===== config.mk =====
export PLATFORM = sky130hd
export DESIGN_NAME = tick_match_timer
export DESIGN_NICKNAME = d
export VERILOG_FILES = /design/src/rtl/tmt_pkg.sv /design/src/rtl/tmt_prescaler.sv /design/src/rtl/tmt_match_chan.sv /design/src/rtl/tmt_flags.sv /design/src/rtl/tick_match_timer.sv
export SDC_FILE = /design/constraint.sdc
export NUM_CORES = 1
export LEC_CHECK = 0
export ABC_AREA = 0
export BUFFER_PORTS_ARGS = -buffer_cell sky130_fd_sc_hd__buf_2
export CORE_ASPECT_RATIO = 2
export CORE_MARGIN = 8
export CORE_UTILIZATION = 25
export CTS_CLUSTER_DIAMETER = 120
export CTS_CLUSTER_SIZE = 8
export DETAILED_ROUTE_END_ITERATION = 8
export GPL_TIMING_DRIVEN = 1
export HOLD_SLACK_MARGIN = 0.06
export PLACE_DENSITY_LB_ADDON = 0.25
export SLEW_MARGIN = 5
export SYNTH_ARGS = -nofsm -noshare
export SYNTH_HDL_FRONTEND = slang
export SYNTH_SLANG_ARGS = --single-unit

===== constraint.sdc =====
create_clock -name clk -period 2.83 [get_ports clk]
set_input_delay 0.4245 -clock clk [delete_from_list [all_inputs] [get_ports clk]]
set_output_delay 0.4245 -clock clk [all_outputs]
set_load 0.1 [all_outputs]

===== src/rtl/tmt_pkg.sv =====
package tmt_pkg;
  typedef enum logic [1:0] {
    PIN_KEEP = 2'd0,
    PIN_LOW  = 2'd1,
    PIN_HIGH = 2'd2,
    PIN_FLIP = 2'd3
  } pin_act_e;

  localparam int OFS_FLAGS = 0;
  localparam int OFS_CTRL  = 1;
  localparam int OFS_COUNT = 2;
  localparam int OFS_PLIM  = 3;
  localparam int OFS_PCNT  = 4;
  localparam int OFS_MCTL  = 5;
  localparam int OFS_PIN   = 6;
  localparam int OFS_MATCH = 8;
endpackage


===== src/rtl/tmt_prescaler.sv =====
module tmt_prescaler #(
  parameter int CNT_W = 32
) (
  input  logic             clk,
  input  logic             rst,
  input  logic             hold,
  input  logic             run,
  input  logic             pc_wr,
  input  logic [CNT_W-1:0] pc_wval,
  input  logic [CNT_W-1:0] limit,
  output logic [CNT_W-1:0] pcount,
  output logic             tick
);
  assign tick = run && !hold && (pcount == limit);

  always_ff @(posedge clk) begin
    if (rst)        pcount <= '0;
    else if (hold)  pcount <= '0;
    else if (pc_wr) pcount <= pc_wval;
    else if (tick)  pcount <= '0;
    else if (run)   pcount <= pcount + CNT_W'(1);
  end

  // hold forces the prescale counter to zero
  assert_hold_clears_pc_R2: assert property (@(posedge clk) disable iff (rst)
    hold |=> (pcount == '0));

  // a tick restarts the prescale count
  assert_tick_restarts_R1: assert property (@(posedge clk) disable iff (rst)
    (tick && !pc_wr) |=> (pcount == '0));
endmodule


===== src/rtl/tmt_match_chan.sv =====
module tmt_match_chan
  import tmt_pkg::*;
#(
  parameter int CNT_W = 32
) (
  input  logic             clk,
  input  logic             rst,
  input  logic             tick,
  input  logic [CNT_W-1:0] count,
  input  logic [CNT_W-1:0] mval,
  input  logic             en_flag,
  input  logic             en_rst,
  input  logic             en_stop,
  input  logic [1:0]       act,
  input  logic             pin_wr,
  input  logic             pin_wval,
  output logic             set_flag,
  output logic             req_rst,
  output logic             req_stop,
  output logic             pin
);
  logic hit;
  assign hit      = tick && (count == mval);
  assign set_flag = hit && en_flag;
  assign req_rst  = hit && en_rst;
  assign req_stop = hit && en_stop;

  always_ff @(posedge clk) begin
    if (rst) begin
      pin <= 1'b0;
    end else if (pin_wr) begin
      pin <= pin_wval;
    end else if (hit) begin
      case (pin_act_e'(act))
        PIN_LOW:  pin <= 1'b0;
        PIN_HIGH: pin <= 1'b1;
        PIN_FLIP: pin <= ~pin;
        default:  pin <= pin;
      endcase
    end
  end

  // an invert action flips the pin on a hit
  assert_flip_on_hit_R8: assert property (@(posedge clk) disable iff (rst)
    (hit && !pin_wr && act == 2'd3) |=> (pin != $past(pin)));

  // a pin write wins over any hit action
  assert_pin_write_wins_R9: assert property (@(posedge clk) disable iff (rst)
    pin_wr |=> (pin == $past(pin_wval)));
endmodule


===== src/rtl/tmt_flags.sv =====
module tmt_flags #(
  parameter int N_CH = 4
) (
  input  logic            clk,
  input  logic            rst,
  input  logic [N_CH-1:0] set_v,
  input  logic            clr_wr,
  input  logic [N_CH-1:0] clr_mask,
  output logic [N_CH-1:0] flags,
  output logic            irq
);
  logic [N_CH-1:0] flags_d;
  assign flags_d = (flags & ~(clr_wr ? clr_mask : '0)) | set_v;

  always_ff @(posedge clk) begin
    if (rst) begin
      flags <= '0;
      irq   <= 1'b0;
    end else begin
      flags <= flags_d;
      irq   <= |flags_d;
    end
  end

  // a flag never drops without a clearing write
  assert_flags_sticky_R6: assert property (@(posedge clk) disable iff (rst)
    !clr_wr |=> ((flags & $past(flags)) == $past(flags)));

  // the interrupt line follows the flag set
  assert_irq_follows_R7: assert property (@(posedge clk) disable iff (rst)
    irq == (flags != '0));
endmodule


===== src/rtl/tick_match_timer.sv =====
module tick_match_timer
  import tmt_pkg::*;
#(
  parameter int CNT_W  = 32,
  parameter int N_CH   = 4,
  parameter int ADDR_W = 4
) (
  input  logic              clk,
  input  logic              rst,
  input  logic              wr_en,
  input  logic              rd_en,
  input  logic [ADDR_W-1:0] addr,
  input  logic [CNT_W-1:0]  wdata,
  output logic [CNT_W-1:0]  rdata,
  output logic              irq,
  output logic [N_CH-1:0]   match_pin
);
  localparam int MCTL_W = 3 * N_CH;
  localparam int ACT_W  = 2 * N_CH;

  logic                 run_q, hold_q;
  logic [CNT_W-1:0]     count_q, plim_q, pcount;
  logic [MCTL_W-1:0]    mctl_q;
  logic [CNT_W-1:0]     mval_q [N_CH];
  logic [ACT_W-1:0]     act_q;
  logic [N_CH-1:0]      flags;
  logic [N_CH-1:0]      set_v, rst_v, stop_v;
  logic                 tick, rst_any, stop_any;
  logic [CNT_W-1:0]     rd_mux;

  logic wr_flags, wr_ctrl, wr_count, wr_plim, wr_pcnt, wr_mctl, wr_pin;
  assign wr_flags = wr_en && (addr == ADDR_W'(OFS_FLAGS));
  assign wr_ctrl  = wr_en && (addr == ADDR_W'(OFS_CTRL));
  assign wr_count = wr_en && (addr == ADDR_W'(OFS_COUNT));
  assign wr_plim  = wr_en && (addr == ADDR_W'(OFS_PLIM));
  assign wr_pcnt  = wr_en && (addr == ADDR_W'(OFS_PCNT));
  assign wr_mctl  = wr_en && (addr == ADDR_W'(OFS_MCTL));
  assign wr_pin   = wr_en && (addr == ADDR_W'(OFS_PIN));

  assign rst_any  = |rst_v;
  assign stop_any = |stop_v;

  tmt_prescaler #(.CNT_W(CNT_W)) u_presc (
    .clk(clk), .rst(rst), .hold(hold_q), .run(run_q),
    .pc_wr(wr_pcnt), .pc_wval(wdata), .limit(plim_q),
    .pcount(pcount), .tick(tick)
  );

  for (genvar n = 0; n < N_CH; n++) begin : g_chan
    tmt_match_chan #(.CNT_W(CNT_W)) u_chan (
      .clk(clk), .rst(rst), .tick(tick), .count(count_q), .mval(mval_q[n]),
      .en_flag(mctl_q[3*n]), .en_rst(mctl_q[3*n+1]), .en_stop(mctl_q[3*n+2]),
      .act(act_q[2*n +: 2]), .pin_wr(wr_pin), .pin_wval(wdata[n]),
      .set_flag(set_v[n]), .req_rst(rst_v[n]), .req_stop(stop_v[n]),
      .pin(match_pin[n])
    );

    always_ff @(posedge clk) begin
      if (rst)
        mval_q[n] <= '0;
      else if (wr_en && addr == ADDR_W'(OFS_MATCH + n))
        mval_q[n] <= wdata;
    end
  end

  tmt_flags #(.N_CH(N_CH)) u_flags (
    .clk(clk), .rst(rst), .set_v(set_v), .clr_wr(wr_flags),
    .clr_mask(wdata[N_CH-1:0]), .flags(flags), .irq(irq)
  );

  always_ff @(posedge clk) begin
    if (rst) begin
      run_q  <= 1'b0;
      hold_q <= 1'b0;
    end else if (wr_ctrl) begin
      run_q  <= wdata[0];
      hold_q <= wdata[1];
    end else if (stop_any) begin
      run_q  <= 1'b0;
    end
  end

  always_ff @(posedge clk) begin
    if (rst)           count_q <= '0;
    else if (hold_q)   count_q <= '0;
    else if (wr_count) count_q <= wdata;
    else if (tick) begin
      if (rst_any)        count_q <= '0;
      else if (!stop_any) count_q <= count_q + CNT_W'(1);
    end
  end

  always_ff @(posedge clk) begin
    if (rst) begin
      plim_q <= '0;
      mctl_q <= '0;
      act_q  <= '0;
    end else begin
      if (wr_plim) plim_q <= wdata;
      if (wr_mctl) mctl_q <= wdata[MCTL_W-1:0];
      if (wr_pin)  act_q  <= wdata[N_CH +: ACT_W];
    end
  end

  always_comb begin
    rd_mux = '0;
    case (addr)
      ADDR_W'(OFS_FLAGS): rd_mux = CNT_W'(flags);
      ADDR_W'(OFS_CTRL):  rd_mux = CNT_W'({hold_q, run_q});
      ADDR_W'(OFS_COUNT): rd_mux = count_q;
      ADDR_W'(OFS_PLIM):  rd_mux = plim_q;
      ADDR_W'(OFS_PCNT):  rd_mux = pcount;
      ADDR_W'(OFS_MCTL):  rd_mux = CNT_W'(mctl_q);
      ADDR_W'(OFS_PIN):   rd_mux = CNT_W'({act_q, match_pin});
      default:            rd_mux = '0;
    endcase
    for (int n = 0; n < N_CH; n++)
      if (addr == ADDR_W'(OFS_MATCH + n)) rd_mux = mval_q[n];
  end

  always_ff @(posedge clk) begin
    if (rst)        rdata <= '0;
    else if (rd_en) rdata <= rd_mux;
  end

  // a plain tick advances the counter by one
  assert_tick_advances_R1: assert property (@(posedge clk) disable iff (rst)
    (tick && !rst_any && !stop_any && !wr_count && !hold_q)
      |=> (count_q == $past(count_q) + CNT_W'(1)));

  // hold keeps the counter at zero
  assert_hold_clears_count_R2: assert property (@(posedge clk) disable iff (rst)
    hold_q |=> (count_q == '0));

  // a restarting hit returns the counter to zero
  assert_match_restart_R4: assert property (@(posedge clk) disable iff (rst)
    (rst_any && !wr_count && !hold_q) |=> (count_q == '0));

  // a stopping hit clears run and holds the count
  assert_match_stop_R5: assert property (@(posedge clk) disable iff (rst)
    (stop_any && !rst_any && !wr_ctrl && !wr_count && !hold_q)
      |=> (!run_q && $stable(count_q)));
endmodule


==> results by group, run 1 <==
Timing
  – Final Hold Vio Count: 0
  – Final worst-path cycle share: 1.02
  – Setup violators final: 9
  – Clk_skew: between 0.03 and 0.04 ns
  – Fmax: about 0.35 GHz
  – RSZ-0062 raised after global routing: yes
  – Least-Margin Pin Slew: 0.731 ns
  – Final WS setup: -0.0469 ns
  – Max-slew violations: 0
  – Rel. slew slack: 0.511
  – Post-route minimum period: 2.88 ns

Floorplanning
  – Std-Cell Rows: 130
  – Die Y: 372 µm
  – Die area: approximately 72000 µm²
  – Initial cell density of the core: 0.253
  – IO Count: 77
  – CORE AREA: between 60000 and 70000 µm²
  – DIE WIDTH: just under 200 µm

Cells and area
  – Nets: between 2000 and 2500
  – Non-Filler Instances: ~2800
  – Core Util, Final: 0.323
  – Area Overhead vs Synth: 27.7%
  – Share of cells above drive strength 1: 0.236
  – Fillcell total: about 6500

Synth
  – Top area cells in the synthesized netlist: edfxtp_1, dfxtp_1, xor2_1
  – Cell count after synthesis: ~1800
  – Syn_area_per_cell: approximately 9 µm²
  – Post-synth top area share: 0.242
  – Synthesized net count: approximately 1800
  – Ys Warns: 0
  – Area leader, netlist: edfxtp_1
  – Post-synth top cells: nand2_1, dfxtp_1, and2_1
  – Seq cells post-synth: roughly 290
  – Netlist cell types: 70
  – Ys flop type: dfxtp_1
  – Asr flop ratio synth: 0
  – Register area share after synthesis: 0.443
  – Post-synth EDFFs: 128
  – Post-Syn Area: between 15000 and 20000 µm²
  – Top-count cell post-synth: nand2_1

Pwr
  – Overall Power: 10.6 mW
  – Peak VDD IR: between 0.3 and 0.4 mV
  – PD cells: roughly 520 nW/µm²
  – LEAKAGE: about 7.6 nW

Routing
  – Iter 0 DRT Violations: 1040
  – Drt first pass iters: 6
  – DRC viols: 0
  – DR WL/cell: 26.9 µm
  – Post-route ant nets: 0
  – DR vias: between 10000 and 15000
  – Final wirelength: approximately 75000 µm
  – Via density: around 5.3

Placement
  – Port bufs: between 70 and 80
  – Placed cells: 2699
  – Pre-CTS WS: -0.704 ns
  – Dpl hpwl: 59100 µm
  – Gpl congestion: between 0.9 and 1

Worst setup path
  – Crit-path max FO: 8
  – R2r worst-path depth: 12
  – Setup crit start kind: flop
  – WP data arrival: 3.37 ns
  – WP data required: roughly 3.3 ns
  – Setup CP Type: reg2reg
  – Critical path capture point type: flop

GRT
  – Number of global-route vias before repair: about 15000
  – Antenna violations before repair: 8
  – First-pass GRT wire length: between 100000 and 150000 µm
  – Largest net degree at the start of global routing: between 60 and 70
  – GRT Overall Usage: 0.202
  – Grt total ovfl: 0

Run status
  – Failing checks: negative setup slack
  – Status: finished, violations left

Min path
  – HP Class: in2reg
  – Hold path cells: 3

CTS
  – Skew-Pair Late Insertion Delay: ~0.6 ns
  – Deepest clock path buffer count: 3
  – TritonCTS clock tree: built
  – Clock buffer count from CTS: 41
  – # H-tree levels: 2
  – Clock-pin slew on the worst setup and hold paths: around 0.050 ns
  – Clock root buffer: clkbuf_16
  – Number of hold buffers added after cts: 0
  – Clock sinks: 287

Flow run
  – Max-cap violations: 0
-- kinds of logic (layout without fill, tap and decap cells) --
group / count (synthesis) / after routing / synth area share
AOI/OAI and AO/OA: 416 / 416 / 0.177
xor gates and xnor gates: 174 / 174 / 0.0960
adders and majority gates: 4 / 4 / 0.00315
buffers and inverters: 173 / 397 / 0.0496
DFF: 287 / 287 / 0.443
muxes: 8 / 8 / 0.00536
other: 0 / 3 / 0
and+or+nand+nor: 697 / 697 / 0.226
-- per-stage QoR --
step | TNS (ns) | hold WS, ns | instance area [µm²]
global route | -2.51 | 0.185 | 20300
global placement | -22.31 | 0.464 | 18500
floorplan | 0 | 0.446 | 15900
CTS | -1.02 | 0.163 | 19900
detailed placement | -21.76 | 0.463 | 18500
finish | -0.204 | 0.186 | 20300
-- timing repair --
| item | CTS | global route |
|---|---|---|
| endpoints found under the setup margin | 40 | 37 |
| pin swaps | 7 | 28 |
| buffers inserted | 0 | 6 |
| gates resized for setup | 41 | 49 |
| cloned | 0 | 2 |
-- flip-flops by register name, indices dropped and copies added (netlist names) --
signal and cells:
count_q 32, u_presc.pcount 32, run_q 1, plim_q 32, mctl_q 12, rdata 32, mval_q 128, g_chan.u_chan.pin 4
hold_q 1, act_q 8, u_flags.irq 1, u_flags.flags 4
-- path summary, 6_finish.rpt --
check | from | end | slack (ns)
hold / removal | wdata[26] | plim_q[26] | 0.19
setup / recovery | mval_q[0][11] | count_q[2] | -0.05
hold reg to reg | mctl_q[7] | mctl_q[7] | 0.47
setup reg to reg | mval_q[0][11] | count_q[2] | -0.05
-- final cells by class --
cell class                 count  area [µm²]  area share
multi-input combinational   1299        8560       0.422
sequential                   287        7050       0.348
timing repair buffer         319        2460       0.121
clock buffer                  66        1120      0.0552
tap                          792         991      0.0489
clock inverter                 3        60.1     0.00296
inverter                       9        33.8     0.00167
antenna                        3        7.51    0.000370
-- critical path, cell delays in order, from the launching register on --
cell and delay, ns:
edfxtp_1 0.43, xor2_2 0.30, buf_4 0.18, nor4_4 0.06, nand4_1 0.10, buf_4 0.13
nor2_4 0.06, a2111oi_4 0.41, buf_4 0.20, nand4_4 0.19, clkbuf_16 0.24, or3_1 0.30
a31oi_1 0.18
-- per-layer routing --
layer	global-route usage	wire (µm)	vias to the layer above
met5	0	46	-
met4	0.176	7560	8
met3	0.0261	3210	227
met2	0.384	39600	605
met1	0.188	24300	7168
li1	-	-	6745
-- layout by cell type, fill, tap and decap left out, drive strengths merged, types with 27 or more instances in the layout --
cell,count
a21oi,100
a22oi,117
a311oi,33
a31oi,27
and2,139
buf,317
clkbuf,68
dfxtp,159
edfxtp,128
nand2,212
nand3,62
nand4,36
nor2,95
nor3,41
nor4,38
o21ai,65
xnor2,37
xor2,137
-- report_power, final --
group / internal [mW] / total, mW / switching, mW / leakage, nW
combinational: 0.338 / 1.20 / 0.866 / 4.50
sequential: 4.50 / 4.66 / 0.156 / 2.52
clock: 2.72 / 4.76 / 2.04 / 0.564
Power figures use the tool's default switching activity.
==> run 2, diff against run 1 <==
--- a/config.mk
+++ b/config.mk
@@ -19,4 +19,5 @@
 export SLEW_MARGIN = 5
 export SYNTH_ARGS = -nofsm -noshare
 export SYNTH_HDL_FRONTEND = slang
+export SYNTH_HIERARCHICAL = 1
 export SYNTH_SLANG_ARGS = --single-unit
==> run 2 against run 1 <==
  * The flow still finishes with violations (negative setup slack)
  * Clock-buffer cell count is 4 higher
  * Combinational power increased by 23%
  * Clock power shrank 1%
  * Global-route usage fell by 1.7 points
  * Maximum frequency is 6.7% lower
==> results by group, run 2 <==
Timing
  – Clk_skew: 0.0253 ns (-0.00895 ns)
  – Final Hold Vio Count: 0 (unchanged)
  – Final WS setup: -0.253 ns (-0.206 ns)
  – Rel. slew slack: 0.355 (-0.155)
  – Fmax: 0.324 GHz (-6.7%)
  – Max-slew violations: 0 (unchanged)
  – Least-Margin Pin Slew: 0.967 ns (+0.236 ns)
  – Setup_tns: -5.48 ns (-5.27 ns)
  – Final worst-path cycle share: 1.09 (+0.0727)
  – RSZ-0062 raised after global routing: yes
  – Post-route minimum period: 3.08 ns (+0.206 ns)
  – Setup violators final: 32 (+23)

Cells and area
  – Non-Filler Instances: 3039 (+9.4%)
  – Area Overhead vs Synth: 32.3%
  – Nets: 2181 (+9.0%)
  – Share of cells above drive strength 1: 0.274 (+0.0387)
  – Largest Register: mval_q
  – Largest register FFs: 128 (unchanged)
  – Most frequent cells in the layout: buf_4, nand2_1, xor2_1
  – Commonest non-fill, non-tap cell in the layout: buf_4

CTS
  – Skew-Pair Late Insertion Delay: 0.55 ns (-0.05 ns)
  – # H-tree levels: 2 (unchanged)
  – Clock-pin slew on the worst setup and hold paths: 0.06 ns (about the same)
  – Number of hold buffers added after cts: 0 (unchanged)
  – Clock root buffer: clkbuf_16
  – Clock sinks: 287 (unchanged)
  – Deepest clock path buffer count: 3 (unchanged)
  – TritonCTS clock tree: built
  – Clock buffer count from CTS: 41 (unchanged)

Floorplanning
  – IO Count: 77 (unchanged)
  – CORE AREA: 65400 µm² (+4.2%)
  – DIE WIDTH: 198 µm (+1.7%)
  – Std-Cell Rows: 133 (+2.3%)
  – Die area: 74900 µm² (+3.5%)
  – Initial cell density of the core: 0.252 (-0.00102)
  – Die Y: 379 µm (+1.8%)

Synth
  – Synthesized net count: 1862 (+3.3%)
  – Cell count after synthesis: 1812 (+3.0%)
  – Asr flop ratio synth: 0 (unchanged)
  – Ys Warns: 6 (+6)
  – Syn_area_per_cell: 9.09 µm² (+0.71%)
  – Post-Syn Area: 16500 µm² (+3.7%)
  – Ys flop type: dfxtp_1
  – Netlist cell types: 88 (+26%)
  – Post-synth EDFFs: 128 (unchanged)
  – Seq cells post-synth: 287 (unchanged)
  – Top area cells in the synthesized netlist: edfxtp_1, dfxtp_1, xor2_1
  – Post-synth top cells: nand2_1, xor2_1, dfxtp_1
  – Top-count cell post-synth: nand2_1
  – Register area share after synthesis: 0.427 (-0.0160)
  – Post-synth top area share: 0.233 (-0.00873)
  – Area leader, netlist: edfxtp_1

Routing
  – DR WL/cell: 23.3 µm (-13%)
  – DR vias: 15493 (+5.0%)
  – DRC viols: 0 (unchanged)
  – Drt first pass iters: 8 (+2)
  – Final wirelength: 70900 µm (-5.2%)
  – Via density: 5.10 (-4.0%)
  – Iter 0 DRT Violations: 1442 (+39%)
  – Post-route ant nets: 0 (unchanged)

Worst setup path
  – Cell family with most CP delay: simple AND/OR/NAND/NOR gates
  – Crit-path max FO: 6 (-2)
  – Critical path cell sequence: xor2_2 > nor4_1 > buf_4 > nand4_2 > nor3_4 > buf_12 > nand2_4 > nor3_4 > and2_4 > nor4_2 > o21a_4 > or2_4 > buf_12 > o21ai_2 > nor3_1 > buf_4
  – Stages on worst setup path: 16 (+4)
  – Reg2reg end: count_q[14]
  – Worst setup path start: u_presc/pcount[17]
  – R2r startpoint: u_presc/pcount[17]
  – Setup crit start kind: flop
  – WP data required: 3.27 ns (-0.05 ns)
  – R2r worst-path depth: 16 (+4)
  – Critical path capture point type: flop
  – Slowest stage delay, CP: 0.33 ns (-0.10 ns)
  – R2R setup slack: -0.25 ns (-0.21 ns)
  – Setup CP Type: reg2reg
  – Slowest-stage cell, CP: dfxtp_2
  – CP endpoint: count_q[14]
  – Worst Path Buf+Inv: 4 (unchanged)
  – WP data arrival: 3.52 ns (+0.15 ns)

Placement
  – Dpl hpwl: 52500 µm (-11%)
  – Port bufs: 76 (unchanged)
  – Gpl congestion: 0.908 (-6.8%)
  – Placed cells: 2943 (+9.0%)

Run status
  – Status: finished, violations left
  – Failing checks: negative setup slack

Pwr
  – Peak VDD IR: 0.393 mV (+10%)
  – LEAKAGE: 8.46 nW (+11%)
  – PD cells: 498 nW/µm² (-4.9%)

Min path
  – HP Class: in2reg

Flow run
  – Max-cap violations: 0 (unchanged)

GRT
  – Antenna violations before repair: 3 (-5)
  – Largest net degree at the start of global routing: 63 (-3.1%)
  – First-pass GRT wire length: 103000 µm (-3.6%)
  – GRT Overall Usage: 0.185 (-0.0172)
  – Number of global-route vias before repair: 15264 (+2.2%)
  – Grt total ovfl: 0 (unchanged)
[run 2: report_power, final]
group	internal, mW	switching, mW	total [mW]	leakage [nW]
registers	4.51	0.155	4.67	2.52
clock network	2.80	1.91	4.71	0.566
logic	0.490	0.978	1.47	5.38
total	7.80	3.05	10.8	8.46
[run 2: worst min path at each step]
| stage | from | endpoint | slack (ns) | cells past startpoint |
|---|---|---|---|---|
| after floorplan | plim_q[2] | plim_q[2] | 0.46 | 2 |
| after global placement | rdata[0] | rdata[0] | 0.46 | 2 |
| after detailed placement | rdata[0] | rdata[0] | 0.46 | 2 |
| after CTS | wdata[17] | plim_q[17] | 0.20 | 3 |
| after global routing | rst | mctl_q[2] | 0.22 | 2 |
| final | wdata[17] | plim_q[17] | 0.22 | 3 |
[run 2: final cells by class]
| type | instances | area [µm²] |
|---|---|---|
| Tap cell | 877 | 1100 |
| Clock buffer | 70 | 1180 |
| Inverter | 27 | 101 |
| Multi-Input combinational cell | 1370 | 9160 |
| Sequential cell | 287 | 7040 |
| Timing Repair Buffer | 404 | 3200 |
| Antenna cell | 3 | 7.51 |
| Clock inverter | 1 | 8.76 |
| Fill cell | 6846 | 43600 |
[run 2: cells by family after synthesis]
group	Yosys count	synth area share
XOR/XNOR	187	0.0994
multiplexers	35	0.0223
buffers and inverters	156	0.0422
AND/OR/NAND/NOR	672	0.220
flip-flops	287	0.427
AO/OA/AOI/OAI	465	0.181
adder cells (fa/ha/maj)	10	0.00760
[run 2: worst register-to-register path, delay by kind of cell, from the launching register on]
kind,cells,cell delay [ns]
and+or+nand+nor,9,1.52
buffers and inverters,4,0.63
AOI/OAI and AO/OA,2,0.33
DFF,1,0.33
xor gates and xnor gates,1,0.18
[run 2: routing by layer]
metal  track usage  vias up  share of wire
met1         0.242     7549           0.43
met2         0.308      606           0.47
met4        0.0557        0          0.033
met3        0.0306      116          0.067
li1              -     7222              -
met5             0        -              0
[run 2: what timing repair did]
action / CTS / global route
gates resized for setup: 59 / 39
setup buffers: 13 / 5
cloned: 2 / 3
pin swaps: 11 / 20
setup endpoints to repair: 33 / 33
[run 2: metrics by stage]
| step | total power, mW | worst slack (ns) | instance area (µm²) | utilization | hold slack, ns |
|---|---|---|---|---|---|
| 2_1_floorplan | 5.45 | -0.0276 | 16500 | - | 0.460 |
| 3_3_place_gp | 6.14 | -0.483 | 20000 | 0.305 | 0.455 |
| 3_5_place_dp | 6.15 | -0.537 | 20000 | 0.305 | 0.461 |
| 4_1_cts | 10.9 | -0.290 | 21500 | 0.329 | 0.197 |
| 5_1_grt | 11.2 | -0.380 | 21800 | 0.333 | 0.220 |
| 6_report | 10.8 | -0.253 | 21800 | 0.333 | 0.225 |
